[src/rtl/rtc_cal_pkg.sv]
`timescale 1ns/1ps
package rtc_cal_pkg;
  localparam int unsigned FW         = 8;
  localparam int unsigned NUM_FIELDS = 6;
  localparam logic [7:0]  ADDR_CTRL  = 8'h40;
  localparam logic [7:0]  ADDR_STAT  = 8'h44;

  // field i sits at bits [i*FW +: FW]; i matches the register index
  typedef struct packed {
    logic [7:0] year;
    logic [7:0] mon;
    logic [7:0] day;
    logic [7:0] hour;
    logic [7:0] mins;
    logic [7:0] sec;
  } cal_t;

  function automatic logic [7:0] bcd_inc(input logic [7:0] v);
    logic [3:0] hi;
    hi = v[7:4] + 4'd1;
    return (v[3:0] >= 4'd9) ? {hi, 4'd0} : v + 8'd1;
  endfunction

  function automatic logic is_leap(input logic [7:0] y);
    logic [7:0] b;
    b = ({4'd0, y[7:4]} * 8'd10) + {4'd0, y[3:0]};
    return b[1:0] == 2'b00;
  endfunction

  function automatic logic [7:0] last_day(input logic [7:0] m, input logic [7:0] y);
    logic [7:0] r;
    case (m)
      8'h02:                      r = is_leap(y) ? 8'h29 : 8'h28;
      8'h04, 8'h06, 8'h09, 8'h11: r = 8'h30;
      default:                    r = 8'h31;
    endcase
    return r;
  endfunction

  function automatic logic [7:0] get_field(input cal_t c, input logic [2:0] i);
    logic [7:0] r;
    case (i)
      3'd0:    r = c.sec;
      3'd1:    r = c.mins;
      3'd2:    r = c.hour;
      3'd3:    r = c.day;
      3'd4:    r = c.mon;
      3'd5:    r = c.year;
      default: r = 8'h00;
    endcase
    return r;
  endfunction
endpackage

[src/rtl/rtc_subsec.sv]
`timescale 1ns/1ps
module rtc_subsec #(
  parameter int unsigned TICKS_PER_SEC = 32768
) (
  input  logic clk_i,
  input  logic rst_ni,
  input  logic tick_i,
  input  logic run_i,
  input  logic clr_i,
  output logic wrap_o,
  output logic busy_o
);
  localparam int unsigned CW = (TICKS_PER_SEC > 1) ? $clog2(TICKS_PER_SEC) : 1;
  localparam logic [CW-1:0] LAST = CW'(TICKS_PER_SEC - 1);

  logic [CW-1:0] cnt_q;

  always_ff @(posedge clk_i or negedge rst_ni) begin
    if (!rst_ni)                cnt_q <= '0;
    else if (clr_i)             cnt_q <= '0;
    else if (run_i && tick_i)   cnt_q <= (cnt_q == LAST) ? '0 : cnt_q + 1'b1;
  end

  assign busy_o = run_i && (cnt_q == LAST);
  assign wrap_o = busy_o && tick_i;

  // after an update the next one is a full second away
  p_wrap_restarts_r3: assert property (@(posedge clk_i) disable iff (!rst_ni)
    wrap_o && !clr_i |=> !busy_o);
  // a time write restarts the sub-second count
  p_clr_restarts_r7: assert property (@(posedge clk_i) disable iff (!rst_ni)
    clr_i |=> !busy_o);
endmodule

[src/rtl/rtc_calendar.sv]
`timescale 1ns/1ps
module rtc_calendar
  import rtc_cal_pkg::*;
(
  input  logic       clk_i,
  input  logic       rst_ni,
  input  logic       adv_i,
  input  logic       wr_en_i,
  input  logic [2:0] wr_sel_i,
  input  logic [7:0] wr_data_i,
  output cal_t       now_o,
  output cal_t       next_o,
  output logic [2:0] wday_o
);
  cal_t       now_q, nx;
  logic [2:0] wday_q, nwd;
  logic       c_sec, c_min, c_hr, c_day, c_mon;

  always_comb begin
    nx    = now_q;
    nwd   = wday_q;
    c_sec = now_q.sec >= 8'h59;
    nx.sec = c_sec ? 8'h00 : bcd_inc(now_q.sec);
    c_min = c_sec && (now_q.mins >= 8'h59);
    if (c_sec) nx.mins = (now_q.mins >= 8'h59) ? 8'h00 : bcd_inc(now_q.mins);
    c_hr  = c_min && (now_q.hour >= 8'h23);
    if (c_min) nx.hour = (now_q.hour >= 8'h23) ? 8'h00 : bcd_inc(now_q.hour);
    c_day = c_hr && (now_q.day >= last_day(now_q.mon, now_q.year));
    if (c_hr) begin
      nx.day = c_day ? 8'h01 : bcd_inc(now_q.day);
      nwd    = (wday_q >= 3'd6) ? 3'd0 : wday_q + 3'd1;
    end
    c_mon = c_day && (now_q.mon >= 8'h12);
    if (c_day) nx.mon = c_mon ? 8'h01 : bcd_inc(now_q.mon);
    if (c_mon) nx.year = (now_q.year >= 8'h99) ? 8'h00 : bcd_inc(now_q.year);
  end

  always_ff @(posedge clk_i or negedge rst_ni) begin
    if (!rst_ni) begin
      now_q  <= '{year: 8'h00, mon: 8'h01, day: 8'h01, hour: 8'h00, mins: 8'h00, sec: 8'h00};
      wday_q <= 3'd0;
    end else if (wr_en_i) begin
      case (wr_sel_i)
        3'd0:    now_q.sec  <= wr_data_i;
        3'd1:    now_q.mins <= wr_data_i;
        3'd2:    now_q.hour <= wr_data_i;
        3'd3:    now_q.day  <= wr_data_i;
        3'd4:    now_q.mon  <= wr_data_i;
        3'd5:    now_q.year <= wr_data_i;
        3'd6:    wday_q     <= wr_data_i[2:0];
        default: ;
      endcase
    end else if (adv_i) begin
      now_q  <= nx;
      wday_q <= nwd;
    end
  end

  assign now_o  = now_q;
  assign next_o = nx;
  assign wday_o = wday_q;

  // no update and no write leaves the date untouched
  p_hold_r2: assert property (@(posedge clk_i) disable iff (!rst_ni)
    !adv_i && !wr_en_i |=> $stable(now_q) && $stable(wday_q));
  // every update moves the seconds
  p_adv_moves_sec_r4: assert property (@(posedge clk_i) disable iff (!rst_ni)
    adv_i && !wr_en_i |=> now_q.sec != $past(now_q.sec));
endmodule

[src/rtl/rtc_alarm_match.sv]
`timescale 1ns/1ps
module rtc_alarm_match
  import rtc_cal_pkg::*;
(
  input  cal_t cand_i,
  input  cal_t alarm_i,
  output logic match_o
);
  logic [NUM_FIELDS-1:0] eq;

  for (genvar g = 0; g < NUM_FIELDS; g++) begin : g_fld
    assign eq[g] = cand_i[g*FW +: FW] == alarm_i[g*FW +: FW];
  end

  assign match_o = &eq;
endmodule

[src/rtl/bcd_rtc_top.sv]
`timescale 1ns/1ps
module bcd_rtc_top
  import rtc_cal_pkg::*;
#(
  parameter int unsigned TICKS_PER_SEC = 32768
) (
  input  logic       clk_i,
  input  logic       rst_ni,
  input  logic       tick_i,
  input  logic       we_i,
  input  logic [7:0] addr_i,
  input  logic [7:0] wdata_i,
  output logic [7:0] rdata_o,
  output logic       sec_evt_o,
  output logic       alarm_evt_o
);
  logic [2:0] idx;
  logic       aligned, is_time, is_alm, is_ctrl, is_stat, time_wr, stat_wr;
  logic       run_q, wrap, busy, adv, match;
  logic       sec_evt_q, alm_evt_q, sec_flag_q, alm_flag_q;
  cal_t       now, nxt, alm_q;
  logic [2:0] wday;

  assign idx     = addr_i[4:2];
  assign aligned = addr_i[1:0] == 2'b00;
  assign is_time = aligned && (addr_i[7:5] == 3'd0) && (idx <= 3'd6);
  assign is_alm  = aligned && (addr_i[7:5] == 3'd1) && (idx <= 3'd5);
  assign is_ctrl = addr_i == ADDR_CTRL;
  assign is_stat = addr_i == ADDR_STAT;
  assign time_wr = we_i && is_time;
  assign stat_wr = we_i && is_stat;

  rtc_subsec #(.TICKS_PER_SEC(TICKS_PER_SEC)) u_subsec (
    .clk_i  (clk_i),
    .rst_ni (rst_ni),
    .tick_i (tick_i),
    .run_i  (run_q),
    .clr_i  (time_wr),
    .wrap_o (wrap),
    .busy_o (busy)
  );

  // a colliding software write drops the update
  assign adv = wrap && !time_wr;

  rtc_calendar u_cal (
    .clk_i     (clk_i),
    .rst_ni    (rst_ni),
    .adv_i     (adv),
    .wr_en_i   (time_wr),
    .wr_sel_i  (idx),
    .wr_data_i (wdata_i),
    .now_o     (now),
    .next_o    (nxt),
    .wday_o    (wday)
  );

  rtc_alarm_match u_match (
    .cand_i  (nxt),
    .alarm_i (alm_q),
    .match_o (match)
  );

  always_ff @(posedge clk_i or negedge rst_ni) begin
    if (!rst_ni) begin
      alm_q <= '0;
    end else if (we_i && is_alm) begin
      for (int i = 0; i < NUM_FIELDS; i++)
        if (idx == 3'(i)) alm_q[i*FW +: FW] <= wdata_i;
    end
  end

  always_ff @(posedge clk_i or negedge rst_ni) begin
    if (!rst_ni) begin
      run_q      <= 1'b0;
      sec_evt_q  <= 1'b0;
      alm_evt_q  <= 1'b0;
      sec_flag_q <= 1'b0;
      alm_flag_q <= 1'b0;
    end else begin
      if (we_i && is_ctrl) run_q <= wdata_i[0];
      sec_evt_q <= adv;
      alm_evt_q <= adv && match;
      if (adv)                         sec_flag_q <= 1'b1;
      else if (stat_wr && wdata_i[2])  sec_flag_q <= 1'b0;
      if (adv && match)                alm_flag_q <= 1'b1;
      else if (stat_wr && wdata_i[6])  alm_flag_q <= 1'b0;
    end
  end

  always_comb begin
    rdata_o = 8'h00;
    if (is_time)      rdata_o = (idx == 3'd6) ? {5'd0, wday} : get_field(now, idx);
    else if (is_alm)  rdata_o = get_field(alm_q, idx);
    else if (is_ctrl) rdata_o = {7'd0, run_q};
    else if (is_stat) rdata_o = {1'b0, alm_flag_q, 3'b000, sec_flag_q, run_q, busy};
  end

  assign sec_evt_o   = sec_evt_q;
  assign alarm_evt_o = alm_evt_q;

  // the seconds event is a single-cycle pulse
  p_evt_pulse_r8: assert property (@(posedge clk_i) disable iff (!rst_ni)
    sec_evt_o |=> !sec_evt_o);
  // an alarm only fires together with an update
  p_alarm_on_update_r9: assert property (@(posedge clk_i) disable iff (!rst_ni)
    alarm_evt_o |-> sec_evt_o);
  // the sticky flag follows every event
  p_flag_follows_r8: assert property (@(posedge clk_i) disable iff (!rst_ni)
    sec_evt_o |-> rdata_o == rdata_o && sec_flag_q);
endmodule

[config.mk]
export PLATFORM = sky130hd
export DESIGN_NAME = bcd_rtc_top
export DESIGN_NICKNAME = d
export VERILOG_FILES = /design/src/rtl/rtc_cal_pkg.sv /design/src/rtl/rtc_subsec.sv /design/src/rtl/rtc_calendar.sv /design/src/rtl/rtc_alarm_match.sv /design/src/rtl/bcd_rtc_top.sv
export SDC_FILE = /design/constraint.sdc
export NUM_CORES = 1
export LEC_CHECK = 0
export ABC_AREA = 1
export BUFFER_PORTS_ARGS = -buffer_cell sky130_fd_sc_hd__buf_4
export CELL_PAD_IN_SITES_DETAIL_PLACEMENT = 1
export CELL_PAD_IN_SITES_GLOBAL_PLACEMENT = 2
export CORE_ASPECT_RATIO = 0.6
export CORE_MARGIN = 3
export CORE_UTILIZATION = 36
export CTS_BUF_LIST = sky130_fd_sc_hd__clkbuf_4 sky130_fd_sc_hd__clkbuf_8 sky130_fd_sc_hd__clkbuf_16
export CTS_CLUSTER_DIAMETER = 80
export DETAILED_ROUTE_END_ITERATION = 10
export PLACE_DENSITY = 0.88
export SYNTH_ARGS = -nofsm -noshare
export SYNTH_HDL_FRONTEND = slang
export SYNTH_HIERARCHICAL = 1
export SYNTH_SLANG_ARGS = --single-unit
[constraint.sdc]
create_clock -name clk_i -period 3.9 [get_ports clk_i]
set_input_delay 0.39 -clock clk_i [delete_from_list [all_inputs] [get_ports clk_i]]
set_output_delay 0.39 -clock clk_i [all_outputs]
set_load 0.1 [all_outputs]
# Word-level counts from Yosys, hierarchy flattened
# Index checks and enable logic that the tools add are counted.
# op_classes
n_reduce_logical	44
order_cmp	15
n_mux	46
mul	1
add_sub_neg	15
eq_ne	28
# op_table
operator	count
8-bit two-way mux	26
48-bit two-way mux	2
8-bit one-hot mux with 6 select lines	2
8-bit by 1-bit adder with 8-bit output, second input constant	6
8-bit == test	6
15-bit two-way mux	3
4-bit by 1-bit adder with 4-bit output, second input constant	6
4-bit >= comparator, second input constant	6
2-bit AND reduction	12
1-bit logical AND	19
8-bit by 3-bit == test with 1-bit output, second input constant	2
8-bit by 7-bit == test with 1-bit output, second input constant	2
8-bit by 7-bit >= comparator with 1-bit output, second input constant	2
8-bit one-hot mux with 2 select lines	1
15-bit by 1-bit adder with 15-bit output, second input constant	1
15-bit == test, second input constant	1
3-bit two-way mux	5
7-bit two-way mux	2
2-bit by 1-bit inequality test with 1-bit output, second input constant	7
2-bit nonzero test	5
3-bit == test, second input constant	3
8-bit by 2-bit == test with 1-bit output, second input constant	1
8-bit by 4-bit == test with 1-bit output, second input constant	1
8-bit by 5-bit == test with 1-bit output, second input constant	1
other kinds (18)	27
# word_totals
reg_bits	119
elab_cells	168
out_inout_bits	10
input_bits	20

# Logic depth before layout (Yosys ltp)
# Gate-level depths: netlist of the first run.
# logic_depth
ltp_word	14
ltp_mapped	30
ltp_nobuf	29

# By module
# The synthesis of the first run kept the hierarchy.
# by_module_without_submodules
module	cells_per_inst	area_per_inst_um2	instances
rtc_calendar	677	4491.8	1
bcd_rtc_top	467	3398.3	1
rtc_subsec	134	973.4	1
rtc_alarm_match	123	669.4	1

# Least setup slack after synthesis of the first run
# OpenSTA, ideal clock, no wires.
# synth_path
path_type	reg2reg
startpoint	reg u_cal.now_q, in the netlist u_cal/now_o[32]
endpoint	reg alm_flag_q
required_ns	3.835
stages_incl_launch_ff	26
slack_ns	0.784
arrival_ns	3.051
synth_period_minus_slack_ns	3.116
setup_time_ns	0.065
path_cell_list	dfstp_2 inv_1 ha_1 o21ai_0 o21ai_0 a32oi_1 nand2_1 o21ai_0 ha_1 inv_1 nor2_1 nand2_1 nor2_1 nand3b_1 nand3_4 nand2_1 and2_1 xnor2_1 nand2_1 nor2_1 nand2_1 nor2_1 nand2_1 nor2_2 nand2_1 nand2_1
# synth_rtl
element	line_no	rtl
start: declaration	rtc_calendar.sv:15	cal_t now_q, nx;
start signal: assignment	rtc_calendar.sv:40	now_q <= '{year: 8'h00, mon: 8'h01, day: 8'h01, hour: 8'h00, mins: 8'h00, sec: 8'h00};
start signal: assignment	rtc_calendar.sv:54	now_q <= nx;
end signal: assignment	bcd_rtc_top.sv:79	alm_flag_q <= 1'b0;
end signal: assignment	bcd_rtc_top.sv:86	if (adv && match) alm_flag_q <= 1'b1;
end signal: assignment	bcd_rtc_top.sv:87	else if (stat_wr && wdata_i[6]) alm_flag_q <= 1'b0;
end: declaration	bcd_rtc_top.sv:20	logic sec_evt_q, alm_evt_q, sec_flag_q, alm_flag_q;

==> results of run 1 <==
what timing repair did:
item | CTS | global route
setup buffers | 0 | 9
endpoints found under the setup margin | 0 | 2
resized for setup | 0 | 27
final timing paths:
kind                       cells after the start              end  slack, ns
setup / recovery                              24       alm_flag_q       0.32
hold / removal                                 1  u_cal/now_o[26]      0.003
setup reg to reg                              24       alm_flag_q       0.32
hold reg to reg                                1       sec_flag_q       0.49
max in group asynchronous                      2  u_cal/wday_o[1]       3.02
min in group clk_i                             3         alm_q[5]       0.20
cell families (layout without fill, tap and decap cells):
logic type | Yosys count | in the layout | synth area share
AO/OA/AOI/OAI | 180 | 180 | 0.1148
XOR/XNOR | 55 | 55 | 0.05053
adder cells (fa/ha/maj) | 37 | 37 | 0.04856
buffers and inverters | 219 | 265 | 0.09713
flip-flops | 119 | 119 | 0.3126
other | 1 | 1 | 0.0003934
AND/OR/NAND/NOR | 790 | 791 | 0.3759
cell type report:
cell class              count  area, sq um
flip-flops and latches    119         2984
clock inverters            14        150.1
multi-input cells        1064         5697
clock buffers              18        432.9
inverters                 183        686.9
fillers                  3365        14880
repair buffers             50        404.1
well taps                 352        440.4
through the flow:
step / area, sq um / hold slack (ns) / util / total power [mW] / std cells
floorplan: 9533 / 0.09441 / - / 1.933 / 1401
global placement: 10070 / 0.4677 / 0.3921 / 2.179 / 1758
detailed placement: 10070 / 0.4814 / 0.3921 / 2.203 / 1758
CTS: 10650 / 0.01108 / 0.4148 / 3.810 / 1790
global route: 10800 / 0.04251 / 0.4205 / 4.012 / 1800
finish: 10800 / 0.002802 / 0.4205 / 3.827 / 1800
metal layers:
| metal | vias up | routed length (um) | track usage |
|---|---|---|---|
| li1 | 4544 | - | - |
| met1 | 4799 | 18810 | 0.4147 |
| met2 | 316 | 14350 | 0.3414 |
| met3 | 45 | 3350 | 0.07070 |
| met4 | 0 | 594 | 0.06922 |
| met5 | - | 0 | 0 |
cell usage after synthesis, types with 6 or more instances:
cell type,count,area (sq um)
buf_6,8,90.09
xnor2_1,43,376.6
nand2_1,406,1524
dfrtp_1,117,2928
o21a_1,35,262.8
buf_2,17,85.08
buf_4,6,45.04
a31oi_1,18,112.6
inv_2,14,52.55
a22oi_1,7,52.55
and2_1,8,50.05
inv_1,169,634.4
nor2_8,8,160.2
nor2_1,178,668.1
a21oi_1,43,215.2
nor2_2,12,75.07
o21ai_0,47,235.2
nor3_1,8,40.04
nand4_1,33,206.5
nand3_1,98,490.5
xor2_1,12,105.1
nand2_4,7,78.83
nand2_2,10,62.56
ha_1,37,462.9
nor2_4,7,78.83
o21ai_1,10,50.05
cell usage in the layout, fill, tap and decap left out, types with 5 or more instances in the layout:
cell type / instances
o21ai_1: 10
dfrtp_1: 114
inv_1: 165
nand2_1: 405
a31oi_1: 18
nor2_1: 168
nor2_4: 8
and2_1: 8
nor2_8: 8
nor3_1: 7
a22oi_1: 7
nand2_4: 7
ha_1: 37
a21oi_1: 43
buf_4: 47
nand3_1: 98
a21oi_2: 5
nand2_2: 11
nor2_2: 21
inv_2: 18
o21ai_0: 45
xor2_1: 12
clkbuf_16: 17
xnor2_1: 43
o21a_1: 35
nand4_1: 33
o211ai_1: 5
power by group through the flow:
stage	logic, mW	clock network [mW]	registers (mW)
2_1_floorplan	0.521	0	1.41
3_3_place_gp	0.716	0	1.46
3_5_place_dp	0.736	0	1.47
4_1_cts	0.743	1.62	1.45
5_1_grt	0.871	1.68	1.46
6_report	0.782	1.59	1.45
flip-flops by register name (all words and copies together) (netlist names):
name	flops
sec_evt_o	1
run_q	1
sec_flag_q	1
u_cal/wday_o	3
u_subsec/cnt_q	15
alm_q	48
alm_flag_q	1
u_cal/now_o	48
alarm_evt_o	1
worst reg2reg max path, stage by stage (launching register included):
cell,delay [ns]
dfstp_2,0.53
inv_2,0.07
ha_1,0.21
o21ai_2,0.14
o21ai_2,0.07
a32oi_2,0.19
nand2_1,0.07
o21ai_0,0.07
ha_1,0.25
inv_1,0.06
nor2_1,0.04
nand2_1,0.09
nor2_2,0.05
nand3b_1,0.27
nand3_4,0.19
buf_4,0.15
nand2_1,0.05
and2_1,0.16
xnor2_1,0.18
nand4_1,0.18
nor2_1,0.13
nand2_1,0.08
nor2_2,0.16
nand2_1,0.09
nand2_1,0.06
==> impl_metrics.yaml, run 1 <==
global_routing:
  grt_max_degree: 74
  grt_pass1_wl_um: 57460
  antenna_found_initial: 0
  grt_overflow: 0
  grt_pass1_vias: 9484
  grt.total_usage: 0.2620
setup_path:
  rr_startpoint: "u_cal/now_o[32]"
  critPathLaunch: "u_cal/now_o[32]"
  cp_top_family: "simple AND/OR/NAND/NOR gates"
  crit_required_ns: 4.28
  cp_data_arrival_time_ns: 3.97
  path_cells: "inv_2 -> ha_1 -> o21ai_2 -> o21ai_2 -> a32oi_2 -> nand2_1 -> o21ai_0 -> ha_1 -> inv_1 -> nor2_1 -> nand2_1 -> nor2_2 -> nand3b_1 -> nand3_4 -> buf_4 -> nand2_1 -> and2_1 -> xnor2_1 -> nand4_1 -> nor2_1 -> nand2_1 -> nor2_2 -> nand2_1 -> nand2_1"
  slowest_delay_ns: 0.53
  path_class: "flip-flop to flip-flop"
  path_max_fanout: 7
  cp-end-kind: "flip-flop"
  crit_top_cell: "nand2_1"
  path_buf_inv: 3
  cpMaxStageDelayCell: "dfstp_2"
  cp-start-kind: "flip-flop"
detailed_routing:
  wl_per_cell_um: 20.62
  drc: 0
  drt_iter0_markers: 756
  final_antenna_net_count: 0
  wl_um: 37110
  dr.pass1.iters: 4
  routed_via_density: 5.391
  num_vias: 9704
pwr:
  pwr_density_cell_nw_per_um2: 354.5
  swShare: 0.3360
  p_leak_nw: 5.461
  internal_power_mw: 2.541
  max-vdd-ir-drop_mv: 0.2403
  power.switching_mw: 1.286
  clock_power_share: 0.417
  pwr-share-comb: 0.204
  power_frac_seq: 0.379
synth:
  synth_async_sr_flop_share: 1.000
  ys.flop_type: "dfrtp_1"
  synth_seq_area_share: 0.3126
  syn_nets: 1458
  synth-seq-cells: 119
  synth_cells: 1401
  syn-cell-area_sq_um: 9533
  yosysWarnings: 6
  avgSynthCellArea_sq_um: 6.804
  synth_edf_count: 0
  ys_types: 45
flow_run:
  maxCapViolCount: 0
sta:
  timing.final.crit_share: 0.9189
  clock_skew_ns: 0.01159
  hold_violations: 0
  setup_viol_count_final: 0
  slew_headroom: 0.4409
  max_freq_mhz: 279.1
  worst_pin_slew_ns: 0.8377
  fin_ws_ns: 0.3164
  layout_min_cycle_time_ns: 3.584
  drv_slew: 0
  setup_tns_ns: 0
min_path:
  hold_class: "primary input to async pin"
clock_tree:
  insertion_delay_ns: 0.44
  cts_buffers: 17
  cts_sinks: 119
  clk_path_buf_depth: 2
  path_clk_slew_ns: 0.07
  postCtsHoldBufs: 0
  cts_root_buf: "clkbuf_16"
  cts_tree: "built"
  h-tree-depth: 4
cells_and_area:
  drive_gt1_frac: 0.1257
  finalNetCount: 1492
  syn_to_final_growth_pct: 13.24
  antenna_cells: 0
floorplan:
  core_sq_um: 25670
  dieArea_sq_um: 28530
  die_width_um: 216.1
  dieHeight_um: 132.1
  pin_count: 30
  rows: 45
  start_util: 0.3713
placed_design:
  place_congestion: 0.9219
  port_buffers: 29
  hpwl_um: 28230
  pre_cts_ws_ns: 0.1377
outcome:
  status: "finished, final reports clean"
Power figures use the tool's default switching activity.
==> run 2: changes to the inputs <==
--- a/config.mk
+++ b/config.mk
@@ -11,11 +11,11 @@
 export CELL_PAD_IN_SITES_GLOBAL_PLACEMENT = 2
 export CORE_ASPECT_RATIO = 0.6
 export CORE_MARGIN = 3
-export CORE_UTILIZATION = 36
+export CORE_UTILIZATION = 39
 export CTS_BUF_LIST = sky130_fd_sc_hd__clkbuf_4 sky130_fd_sc_hd__clkbuf_8 sky130_fd_sc_hd__clkbuf_16
 export CTS_CLUSTER_DIAMETER = 80
 export DETAILED_ROUTE_END_ITERATION = 10
-export PLACE_DENSITY = 0.88
+export PLACE_DENSITY = 0.93
 export SYNTH_ARGS = -nofsm -noshare
 export SYNTH_HDL_FRONTEND = slang
 export SYNTH_HIERARCHICAL = 1
==> constraint.sdc (replaced) <==
create_clock -name clk_i -period 4.65 [get_ports clk_i]
set_input_delay 0.465 -clock clk_i [delete_from_list [all_inputs] [get_ports clk_i]]
set_output_delay 0.465 -clock clk_i [all_outputs]
set_load 0.1 [all_outputs]
==> impl_metrics.yaml, run 2 (same netlist as run 1, synthesis figures left out) <==
sta:
  worst_pin_slew_ns: 0.9210
  setup_tns_ns: 0
  drv_slew: 0
  setup_viol_count_final: 0
  hold_violations: 0
  max_freq_mhz: 256.2
  layout_min_cycle_time_ns: 3.903
  grt_setup_unrepaired: "no"
  timing.final.crit_share: 0.8393
  fin_ws_ns: 0.7470
  slew_headroom: 0.3860
  clock_skew_ns: 0.01098
clock_tree:
  postCtsHoldBufs: 0
  cts_tree: "built"
  post_cts_resized: 0
  h-tree-depth: 4
  cts_setup_buffers: 0
  clk_path_buf_depth: 2
  insertion_delay_ns: 0.46
  path_clk_slew_ns: 0.06
  cts_sinks: 119
  cts_buffers: 17
  cts_root_buf: "clkbuf_16"
global_routing:
  busiest_layer: "met1"
  grt.total_usage: 0.2835
  grt_pass1_vias: 9632
  grt_pass1_wl_um: 57560
  grt_overflow: 0
  grtUsageMet3: 0.08957
  grt_max_degree: 65
  grt.met2_usage: 0.3908
  antenna_found_initial: 0
  use_met1: 0.4357
pwr:
  max-vdd-ir-drop_mv: 0.2554
  p_leak_nw: 5.404
  pwr_density_cell_nw_per_um2: 310.5
outcome:
  status: "finished, final reports clean"
floorplan:
  start_util: 0.4045
  dieArea_sq_um: 26420
  die_width_um: 207.8
  rows: 43
  dieHeight_um: 127.1
  core_sq_um: 23570
  pin_count: 30
detailed_routing:
  wl_um: 36800
  dr.pass1.iters: 6
  drt_iter0_markers: 916
  wl_per_cell_um: 21.03
  num_vias: 9730
  final_antenna_net_count: 0
  drc: 0
  routed_via_density: 5.560
min_path:
  hold_class: "primary input to async pin"
cells_and_area:
  mostFrequentLayoutCell: "nand2_1"
  drive_gt1_frac: 0.1024
  final_core_util: 0.4505
  final_cell_mix: "nand2_1, nor2_1, inv_1"
  finalNetCount: 1480
  syn_to_final_growth_pct: 11.35
  antenna_cells: 0
setup_path:
  cp_data_arrival_time_ns: 4.29
  cp-start-kind: "flip-flop"
  crit_required_ns: 5.04
  cp-end-kind: "flip-flop"
  path_max_fanout: 14
  path_class: "flip-flop to flip-flop"
placed_design:
  place_congestion: 0.9382
  pre_cts_ws_ns: 0.6270
  hpwl_um: 28120
  port_buffers: 29
flow_run:
  maxCapViolCount: 0
==> run 2: cell types whose count changed in the layout (fill, tap and decap cells not counted), moves of 4 or more <==
cell    delta
nor2_1    +10
inv_2      -4
inv_1      +4
buf_4      -8
nor2_2    -10
==> run 2: report_power, final <==
group / switching (mW) / internal [mW] / leakage (nW)
registers: 0.112 / 1.10 / 1.54
clock network: 0.538 / 0.918 / 0.293
logic: 0.412 / 0.212 / 3.57
total: 1.06 / 2.23 / 5.40
==> run 2: metal layers <==
| metal | routed length, um | vias up |
|---|---|---|
| met4 | 378 | 0 |
| met3 | 3688 | 31 |
| met2 | 14370 | 383 |
| met5 | 0 | - |
| li1 | - | 4498 |
| met1 | 18370 | 4818 |
==> run 2: cell type report <==
cell class                      count  area [sq um]
Clock inverter                     12         176.4
Clock buffer                       19         452.9
Inverter                          183         686.9
Multi-Input combinational cell   1063          5632
Sequential cell                   119          2980
Fill cell                        3079         12950
Timing Repair Buffer               39         292.8
Tap cell                          315         394.1
==> run 2: stage by stage <==
step | cell area (sq um) | instances | power (mW) | hold WS [ns]
detailed placement | 9981 | 1719 | 1.839 | 0.4717
CTS | 10610 | 1750 | 3.294 | 0.1603
global placement | 9981 | 1719 | 1.816 | 0.4680
floorplan | 9533 | 1401 | 1.621 | 0.1694
finish | 10620 | 1750 | 3.296 | 0.1171
global route | 10620 | 1750 | 3.440 | 0.1863
==> run 2: worst paths after layout <==
kind | startpoint | cells after the start | slack (ns) | endpoint
worst min register to register | sec_flag_q | 1 | 0.48 | sec_flag_q
worst max register to register | u_cal/now_o[32] | 27 | 0.75 | alm_flag_q
worst max-delay path | u_cal/now_o[32] | 27 | 0.75 | alm_flag_q
worst min-delay path | rst_ni | 1 | 0.12 | u_cal/now_o[31]
max in group asynchronous | rst_ni | 2 | 3.47 | u_subsec/cnt_q[5]
min in group clk_i | wdata_i[2] | 3 | 0.27 | alm_q[10]
==> run 2: critical path, cell delays in order, from the launching register on <==
cell and delay [ns]:
dfstp_2 0.56, inv_1 0.12, ha_1 0.24, o21ai_0 0.13, o21ai_0 0.11, a32oi_1 0.23, nand2_1 0.07, o21ai_0 0.09
ha_1 0.15, inv_1 0.03, nor2_1 0.07, nand2_1 0.06, nor2_1 0.13, nor2_1 0.10, nor2_4 0.37, buf_4 0.21
nand3_1 0.07, nand2_1 0.15, nand2_1 0.07, nand2_1 0.07, nand2_1 0.05, nor2_1 0.15, nand2_1 0.08, nor2_1 0.12
nand2_1 0.08, nor2_2 0.14, nand2_1 0.09, nand2_1 0.09
==> run 3: changes to the inputs <==
--- a/config.mk
+++ b/config.mk
@@ -11,11 +11,11 @@
 export CELL_PAD_IN_SITES_GLOBAL_PLACEMENT = 2
 export CORE_ASPECT_RATIO = 0.6
 export CORE_MARGIN = 3
-export CORE_UTILIZATION = 39
+export CORE_UTILIZATION = 33
 export CTS_BUF_LIST = sky130_fd_sc_hd__clkbuf_4 sky130_fd_sc_hd__clkbuf_8 sky130_fd_sc_hd__clkbuf_16
 export CTS_CLUSTER_DIAMETER = 80
 export DETAILED_ROUTE_END_ITERATION = 10
-export PLACE_DENSITY = 0.93
+export PLACE_DENSITY = 0.85
 export SYNTH_ARGS = -nofsm -noshare
 export SYNTH_HDL_FRONTEND = slang
 export SYNTH_HIERARCHICAL = 1
==> constraint.sdc (replaced) <==
create_clock -name clk_i -period 3.3 [get_ports clk_i]
set_input_delay 0.33 -clock clk_i [delete_from_list [all_inputs] [get_ports clk_i]]
set_output_delay 0.33 -clock clk_i [all_outputs]
set_load 0.1 [all_outputs]
==> impl_metrics.yaml, run 3 (same netlist as run 1, synthesis figures left out) <==
sta:
  layout_min_cycle_time_ns: 3.362
  grt_setup_unrepaired: "yes"
  worst_pin_slew_ns: 0.7520
  hold_violations: 0
  fin_ws_ns: -0.06207
  slew_headroom: 0.4987
  setup_tns_ns: -0.1183
  setup_viol_count_final: 2
  clock_skew_ns: 0.01032
  timing.final.crit_share: 1.019
  max_freq_mhz: 297.4
  drv_slew: 0
floorplan:
  rows: 47
  dieArea_sq_um: 31030
  dieHeight_um: 137.7
  core_sq_um: 27990
  die_width_um: 225.4
  start_util: 0.3406
  pin_count: 30
detailed_routing:
  wl_um: 39310
  dr.pass1.iters: 5
  num_vias: 9888
  final_antenna_net_count: 0
  drc: 0
  wl_per_cell_um: 21.08
  drt_iter0_markers: 871
  routed_via_density: 5.302
setup_path:
  path_max_fanout: 7
  crit_top_cell: "nand2_1"
  path_cells: "buf_6 -> ha_4 -> inv_2 -> nor2_2 -> a32oi_2 -> nand2_1 -> o21ai_2 -> ha_4 -> inv_2 -> nor2_2 -> nand2_2 -> nor2_4 -> nand3b_1 -> nand3_4 -> buf_6 -> nand2_4 -> nand2_2 -> xnor2_1 -> nand4_1 -> nor2_1 -> nand2_1 -> nor2_2 -> nand2_1 -> nand2_1"
  cp_data_arrival_time_ns: 3.75
  path_class: "flip-flop to flip-flop"
  cp-end-kind: "flip-flop"
  rr_startpoint: "u_cal/now_o[32]"
  critPathLaunch: "u_cal/now_o[32]"
  r2r-end: "alm_flag_q"
  path_buf_inv: 4
  r2r_slack_ns: -0.06
  slowest_delay_ns: 0.56
  crit_required_ns: 3.68
  cp_top_family: "simple AND/OR/NAND/NOR gates"
  rr_worst_depth: 24
  cp-start-kind: "flip-flop"
  cpMaxStageDelayCell: "dfstp_2"
min_path:
  whs_endpoint: "alm_q[8]"
  hold_class: "primary input to flip-flop"
  whs_path_depth: 3
  hp-start: "wdata_i[0]"
clock_tree:
  path_clk_slew_ns: 0.06
  clk_path_buf_depth: 2
  cts_buffers: 17
  h-tree-depth: 4
  cts_tree: "built"
  cts_sinks: 119
  cts_root_buf: "clkbuf_16"
  insertion_delay_ns: 0.45
placed_design:
  port_buffers: 29
  hpwl_um: 30280
  placed_area_sq_um: 10410
  place_congestion: 0.9279
  dp.cells: 1816
global_routing:
  grt_max_degree: 50
  grt_pass1_wl_um: 59240
  antenna_found_initial: 0
  grt_overflow: 0
  grt.total_usage: 0.2591
  grt_pass1_vias: 9605
cells_and_area:
  final_area_sq_um: 11440
  final_cell_mix: "nand2_1, nor2_1, inv_1"
  n_fill_cell: 3531
  finalNetCount: 1542
  fin_cells: 1865
  mostFrequentLayoutCell: "nand2_1"
  syn_to_final_growth_pct: 20.05
  antenna_cells: 0
  drive_gt1_frac: 0.1749
pwr:
  max-vdd-ir-drop_mv: 0.3408
  pwr_density_cell_nw_per_um2: 420.6
  p_leak_nw: 5.763
outcome:
  status: "complete, but fails checks"
  violations: "negative setup slack"
flow_run:
  maxCapViolCount: 0
==> run 3: changes by cell type in the layout (fill, tap and decap cells not counted), sizes merged <==
cell	change
buf	+61
clkinv	+3
clkinvlp	-2
clkbuf	-1
dlygate4sd3	+1
inv	+1
==> run 3: repair_timing <==
action,in CTS,in global routing
gates cloned,1,0
gates resized for setup,30,41
pin swaps,23,35
endpoints found under the hold margin,45,0
hold buffers,1,0
buffers inserted,5,10
setup endpoints to repair,2,3
==> run 3: worst reg2reg max path: stages, from the launching register on <==
cell and delay, ns:
dfstp_2 0.56, buf_6 0.11, ha_4 0.12, inv_2 0.04, nor2_2 0.10, a32oi_2 0.10, nand2_1 0.09, o21ai_2 0.07
ha_4 0.26, inv_2 0.03, nor2_2 0.08, nand2_2 0.08, nor2_4 0.15, nand3b_1 0.23, nand3_4 0.20, buf_6 0.19
nand2_4 0.05, nand2_2 0.07, xnor2_1 0.17, nand4_1 0.14, nor2_1 0.13, nand2_1 0.07, nor2_2 0.11, nand2_1 0.07
nand2_1 0.06
==> run 3: worst max-delay path by stage <==
stage / end / slack, ns / depth (start not counted)
after floorplan: alm_flag_q / 0.18 / 25
after CTS: alm_flag_q / -0.06 / 25
after global routing: alm_flag_q / -0.29 / 24
after detailed placement: alm_flag_q / -0.23 / 24
after global placement: alm_flag_q / -0.09 / 24
final: alm_flag_q / -0.06 / 24
==> run 3: cell type report <==
class                           instances  area, sq um  area share
Multi-Input combinational cell       1063         5856      0.5116
Timing Repair Buffer                  101        820.8     0.07172
Clock buffer                           18        439.2     0.03837
Clock inverter                         14        200.2     0.01749
Inverter                              183        689.4     0.06024
Tap cell                              367        459.2     0.04012
Sequential cell                       119         2980      0.2604
==> run 3: through the flow <==
stage	setup WS (ns)	hold slack (ns)	utilization	total power, mW
6_report	-0.06207	0.1339	0.4089	4.814
3_5_place_dp	-0.2299	0.4220	0.3718	2.672
5_1_grt	-0.2942	0.1259	0.4089	5.040
2_1_floorplan	0.1838	0.03441	-	2.285
3_3_place_gp	-0.09135	0.4243	0.3718	2.641
4_1_cts	-0.06479	0.1140	0.4001	4.782
==> run 3: where the power goes <==
| part | switching, mW | internal (mW) |
|---|---|---|
| combinational | 0.648 | 0.396 |
| clock | 0.781 | 1.29 |
| sequential | 0.145 | 1.56 |
==> run 3: per-layer routing <==
metal,track usage,vias up,wire length [um]
met5,0,-,0
met4,0.05111,0,469
met3,0.08773,31,3668
met2,0.3436,305,15110
met1,0.3976,4911,20070
li1,-,4641,-
